<file path="src/rtl/dgp_pkg.sv">
// Shared types for the dual-group thread pick scheduler.
// Assumes a 2-bit instruction class per thread.
package dgp_pkg;

    typedef enum logic [1:0] {
        CLS_INT  = 2'b00,
        CLS_LDST = 2'b01,
        CLS_FPU  = 2'b10,
        CLS_RSV  = 2'b11
    } ins_class_e;

    localparam int CLS_W = 2;

    // True when the class needs a unit shared by both groups
    function automatic logic needs_shared(input ins_class_e c);
        return (c == CLS_LDST) || (c == CLS_FPU);
    endfunction

endpackage

</file>
<file path="src/rtl/dgp_group_arb.sv">
// One group's pick stage and decode slot.
// Keeps a recency list of its threads, with the least recent at index 0.
// Picks the first ready thread in that list and registers the pick.
// Assumes: hold comes from the conflict stage and freezes the slot.
module dgp_group_arb
    import dgp_pkg::*;
#(
    parameter int TPG   = 4,
    parameter int LID_W = $clog2(TPG)
) (
    input  logic                 clk,
    input  logic                 rst_n,
    input  logic [TPG-1:0]       ready,
    input  logic [TPG*CLS_W-1:0] cls_in,
    input  logic                 hold,
    output logic                 dec_vld,
    output logic [LID_W-1:0]     dec_lid,
    output ins_class_e           dec_cls
);
    localparam int ORD_W = TPG * LID_W;

    logic [ORD_W-1:0] rec_q;
    logic [ORD_W-1:0] view;
    logic             found;
    logic [LID_W-1:0] pick;
    logic             issue;

    // Ascending order used at reset
    function automatic logic [ORD_W-1:0] init_order();
        logic [ORD_W-1:0] o;
        o = '0;
        for (int i = 0; i < TPG; i++) o[i*LID_W +: LID_W] = LID_W'(i);
        return o;
    endfunction

    // Move id to the most-recent end, keeping the others in order
    function automatic logic [ORD_W-1:0] promote(input logic [ORD_W-1:0] ord,
                                                 input logic [LID_W-1:0] id);
        logic [ORD_W-1:0] o;
        int k;
        o = ord;
        k = 0;
        for (int i = 0; i < TPG; i++) begin
            if (ord[i*LID_W +: LID_W] != id) begin
                o[k*LID_W +: LID_W] = ord[i*LID_W +: LID_W];
                k++;
            end
        end
        o[(TPG-1)*LID_W +: LID_W] = id;
        return o;
    endfunction

    // Decode instruction leaves this cycle unless held
    assign issue = dec_vld && !hold;

    // Order seen by the pick: the thread in decode counts as most recent
    assign view = dec_vld ? promote(rec_q, dec_lid) : rec_q;

    // Least-recently-issued ready thread
    always_comb begin
        found = 1'b0;
        pick  = '0;
        for (int i = 0; i < TPG; i++) begin
            if (!found && ready[view[i*LID_W +: LID_W]]) begin
                found = 1'b1;
                pick  = view[i*LID_W +: LID_W];
            end
        end
    end

    // Recency commit and decode slot load
    always_ff @(posedge clk) begin
        if (!rst_n) begin
            rec_q   <= init_order();
            dec_vld <= 1'b0;
            dec_lid <= '0;
            dec_cls <= CLS_INT;
        end else begin
            if (issue) rec_q <= promote(rec_q, dec_lid);
            if (!hold) begin
                dec_vld <= found;
                dec_lid <= pick;
                dec_cls <= ins_class_e'(cls_in[pick*CLS_W +: CLS_W]);
            end
        end
    end

endmodule

</file>
<file path="src/rtl/dgp_conflict.sv">
// Decode-stage check on the load/store and floating-point units.
// The winner of a conflict is the group in pref_q.
// After each conflict pref_q passes to the group that lost.
// Assumes exactly two groups.
module dgp_conflict
    import dgp_pkg::*;
(
    input  logic       clk,
    input  logic       rst_n,
    input  logic [1:0] vld,
    input  ins_class_e cls0,
    input  ins_class_e cls1,
    output logic [1:0] hold,
    output logic       stall
);
    logic pref_q;
    logic clash;

    // Both slots want the same shared unit
    assign clash = vld[0] && vld[1] && (cls0 == cls1) && needs_shared(cls0);

    // The group not preferred is held on a clash
    always_comb begin
        hold[0] = clash && pref_q;
        hold[1] = clash && !pref_q;
    end

    assign stall = clash;

    // Tie-break passes to the loser after each clash
    always_ff @(posedge clk) begin
        if (!rst_n)     pref_q <= 1'b0;
        else if (clash) pref_q <= ~pref_q;
    end

endmodule

</file>
<file path="src/rtl/dual_group_picker.sv">
// Top of the dual-group thread pick scheduler.
// Holds two group pick stages, each with its own decode slot,
// and a shared-unit conflict check between the two slots.
// Assumes that ready and class describe each buffer's head each cycle.
module dual_group_picker
    import dgp_pkg::*;
#(
    parameter int THREADS_PER_GROUP = 4
) (
    input  logic                                          clk,
    input  logic                                          rst_n,
    input  logic [2*THREADS_PER_GROUP-1:0]                thr_ready,
    input  logic [2*THREADS_PER_GROUP*CLS_W-1:0]          thr_class,
    output logic [1:0]                                    issue_vld,
    output logic [2*($clog2(THREADS_PER_GROUP)+1)-1:0]    issue_tid,
    output logic                                          stall
);
    localparam int TPG   = THREADS_PER_GROUP;
    localparam int LID_W = $clog2(TPG);
    localparam int TID_W = LID_W + 1;

    logic [1:0]       dec_vld;
    logic [1:0]       hold;
    logic [LID_W-1:0] dec_lid [2];
    ins_class_e       dec_cls [2];

    // One pick stage per static group
    for (genvar g = 0; g < 2; g++) begin : g_grp
        dgp_group_arb #(.TPG(TPG), .LID_W(LID_W)) u_arb (
            .clk     (clk),
            .rst_n   (rst_n),
            .ready   (thr_ready[g*TPG +: TPG]),
            .cls_in  (thr_class[g*TPG*CLS_W +: TPG*CLS_W]),
            .hold    (hold[g]),
            .dec_vld (dec_vld[g]),
            .dec_lid (dec_lid[g]),
            .dec_cls (dec_cls[g])
        );
        // Issue outputs, with the group bit on top of the local id
        assign issue_vld[g]                 = dec_vld[g] && !hold[g];
        assign issue_tid[g*TID_W +: TID_W] = {1'(g), dec_lid[g]};
    end

    dgp_conflict u_cfl (
        .clk   (clk),
        .rst_n (rst_n),
        .vld   (dec_vld),
        .cls0  (dec_cls[0]),
        .cls1  (dec_cls[1]),
        .hold  (hold),
        .stall (stall)
    );

endmodule

</file>
<file path="config.mk">
export PLATFORM = sky130hd
export DESIGN_NAME = dual_group_picker
export DESIGN_NICKNAME = d
export VERILOG_FILES = /design/src/rtl/dgp_pkg.sv /design/src/rtl/dgp_group_arb.sv /design/src/rtl/dgp_conflict.sv /design/src/rtl/dual_group_picker.sv
export SDC_FILE = /design/constraint.sdc
export NUM_CORES = 1
export LEC_CHECK = 0
export ABC_CLOCK_PERIOD_IN_PS = 4500
export BUFFER_PORTS_ARGS = -buffer_cell sky130_fd_sc_hd__buf_2
export CORE_UTILIZATION = 43
export CTS_CLUSTER_DIAMETER = 100
export DETAILED_ROUTE_END_ITERATION = 6
export PLACE_DENSITY = 0.62
export SLEW_MARGIN = 20
export SYNTH_ARGS = -nofsm -noshare
export SYNTH_HDL_FRONTEND = slang
export SYNTH_HIERARCHICAL = 1
export SYNTH_SLANG_ARGS = --single-unit
</file>
<file path="constraint.sdc">
create_clock -name clk -period 4.5 [get_ports clk]
set_input_delay 0.45 -clock clk [delete_from_list [all_inputs] [get_ports clk]]
set_output_delay 0.45 -clock clk [all_outputs]
set_load 0.05 [all_outputs]
</file>
==> metrics.yaml <==
dp_slack_ns: 0.105
critPathKind: "flip-flop to flip-flop"
crit_slowest_cell: "a222oi_1"
synth_nets: 496
grt_pass1_wl_um: 16000
worstReg2RegEnd: "g_grp[1].u_arb/dec_cls[1]$_SDFFE_PN0N_"
clock-sinks: 27
min_from: "thr_class[7]"
root_buffer: "clkbuf_8"
finClkSkew_ns: 0.0101
rr_startpoint: "g_grp[1].u_arb/dec_lid[1]$_SDFFE_PN0N_"
synth.distinct_cells: 84
crit_chain: "xor2_1, a222oi_1, xnor2_1, ha_2, ha_4, a2111oi_4, o21a_1, o221ai_2, and3_4, o32ai_4, a21bo_1, o32a_1, or3b_1, o221ai_1"
yosysWarnings: 6
ys_seq_elements: 27
gp_congestion: 0.898
yosysMostFrequentCell: "mux2i_1"
synthTopCellsByCount: "mux2i_1 (37), nand2_1 (34), o21ai_0 (32), a21oi_1 (31), dfxtp_1 (27)"
drtIter0Drc: 306
dr.pass1.iters: 5
maxSlewHeadroom_pct: 48.7
finalSetupViolations: 0
min-delay-path-class: "input pin to flip-flop"
worstRegToRegCells: 14
initial_core_util_pct: 45.2
antenna_found_initial: 0
cp_top_family: "compound AO/OA/AOI/OAI gates"
layout-drive-gt1-share_pct: 25.1
overflow: 0
worstPathArrival_ns: 4.54
die_y_um: 93.0
layout.nets: 533
slew_viol_final: 0
hold_end: "g_grp[0].u_arb/dec_cls[1]$_SDFFE_PN0N_"
synth-seq-area-share_pct: 15.2
maxCapViolations: 0
cts_max_level: 1
cts.reportedPaths.clkPinSlew_ns: 0.09
path_buf_inv: 0
max_stage_delay_ns: 0.46
cts_tree: "done"
synth.area.top_cells: "dfxtp_1 (15%), mux2i_1 (10%), o21ai_0 (4.5%)"
die_area_um2: 8650
worst_slew_pin_slew_ns: 0.767
netlist.area_leader.share_pct: 15.2
worstPathRequired_ns: 4.70
setup_ws_ns: 0.154
area_growth_pct: 15.9
synthFlopType: "dfxtp_1"
routed_wirelength_um: 10100
row_count: 32
cp-end-kind: "flip-flop"
min_period_ns: 4.35
synth_top_area_cell: "dfxtp_1"
critPathLaunchType: "flip-flop"
finalCritPeriodShare_pct: 96.6
cts_buffer_depth: 2
syn_inst: 462
grt_pass1_vias: 3320
cts_buffers: 3
synth_edf_count: 0
synthArstFlopShare_pct: 0
ant_nets: 0
crit_fanout: 7
syn_area_um2: 3560
hold_violations: 0
grt_usage_pct: 22.8
io_pins: 35
max_freq_mhz: 230
wl_per_cell_um: 16.9
hpwlAfterDp_um: 7660
status: "finished, final reports clean"
antenna_cells: 0
core_um2: 7890
chipWidth_um: 93.0
grt_max_degree: 32
clock_latency_ns: 0.28
drc: 0
route.vias.total: 3667
synth.avg_cell_area_um2: 7.71
rrSetupSlack_ns: 0.15
postCtsHoldBufs: 0
place.port_buffers: 32
vias_per_cell: 6.11
min_path_cells: 3
==> per-stage QoR <==
| step | instances | util [%] | hold slack, ns | instance area (µm²) | setup TNS (ns) |
|---|---|---|---|---|---|
| 6_report | 600 | 52.3 | 0.467 | 4130 | 0 |
| 3_3_place_gp | 583 | 48.9 | 0.464 | 3850 | 0 |
| 2_1_floorplan | 462 | - | 0.447 | 3630 | -0.0203 |
| 3_5_place_dp | 583 | 48.9 | 0.469 | 3850 | 0 |
| 4_1_cts | 587 | 49.4 | 0.466 | 3900 | 0 |
| 5_1_grt | 600 | 52.3 | 0.496 | 4130 | -0.0613 |
==> cell type report <==
class / count / area (µm²)
Fill cell: 778 / 3760
Multi-Input combinational cell: 379 / 2900
Sequential cell: 27 / 561
Timing Repair Buffer: 67 / 418
Tap cell: 102 / 128
Inverter: 21 / 78.8
Clock buffer: 3 / 41.3
Clock inverter: 1 / 5.00
==> worst max path at each step <==
| stage | cells after the start | from | slack, ns | end |
|---|---|---|---|---|
| after floorplan | 15 | g_grp[1].u_arb/dec_lid[0]$_SDFFE_PN0N_ | -0.02 | g_grp[1].u_arb/dec_cls[1]$_SDFFE_PN0N_ |
| after CTS | 15 | g_grp[1].u_arb/dec_lid[0]$_SDFFE_PN0N_ | 0.06 | g_grp[1].u_arb/dec_cls[1]$_SDFFE_PN0N_ |
| after global routing | 17 | g_grp[0].u_arb/dec_lid[0]$_SDFFE_PN0N_ | -0.03 | g_grp[0].u_arb/dec_cls[1]$_SDFFE_PN0N_ |
| final | 14 | g_grp[1].u_arb/dec_lid[1]$_SDFFE_PN0N_ | 0.15 | g_grp[1].u_arb/dec_cls[1]$_SDFFE_PN0N_ |
| after detailed placement | 15 | g_grp[1].u_arb/dec_lid[0]$_SDFFE_PN0N_ | 0.11 | g_grp[1].u_arb/dec_cls[1]$_SDFFE_PN0N_ |
| after global placement | 16 | g_grp[0].u_arb/dec_lid[1]$_SDFFE_PN0N_ | 0.22 | g_grp[0].u_arb/dec_cls[1]$_SDFFE_PN0N_ |
==> kinds of logic (layout without fill, tap and decap cells) <==
group	Yosys count	count (layout)	share of synthesized area, %
adders and majority gates	9	9	3.30
xor gates and xnor gates	26	26	7.13
buffers and inverters	56	92	8.61
DFF	27	27	15.2
and+or+nand+nor	145	145	22.1
AOI/OAI and AO/OA	158	158	32.6
other	3	3	0.316
muxes	38	38	10.7
==> tightest hold or removal path, cell delays in order <==
cell and delay, ns:
buf_2 0.07, mux2i_1 0.06, o221ai_1 0.13
==> placed cells by master, fill, tap and decap left out, types with 7 or more instances in the layout <==
cell       n
inv_1     21
xor2_1     8
dfxtp_1   19
a21oi_1   30
nor2_1    25
o221ai_1   8
mux2i_1   37
buf_2     33
xnor2_1   11
o21ai_0   30
nand2_1   34
nand2b_1   8
and2_1     9
nor3_1     9
nor2b_1    9
nand3_1   17
buf_4     33
o22ai_1    7
==> flip-flops by register name (all words and copies together) (netlist names) <==
signal	count
g_grp.u_arb/dec_vld	2
g_grp.u_arb/dec_cls	4
u_cfl/pref_q	1
g_grp.u_arb/dec_lid	4
g_grp.u_arb/rec_q	16
==> metal layers <==
layer	global-route usage [%]	wire length [µm]	vias to the layer above	part of all wire (%)
met2	35.8	4520	123	45
li1	-	-	1786	-
met3	2.76	550	6	5.4
met5	0	0	-	0
met4	4.36	66	0	0.65
met1	33.3	4980	1752	49
==> timing repair <==
action / 4_1_cts / 5_1_grt
setup endpoints to repair: 0 / 6
resized for setup: 0 / 28
setup buffers: 0 / 13
Power is not shown: default switching activity piles up to over one toggle a cycle in this logic, so the estimate is an artifact.
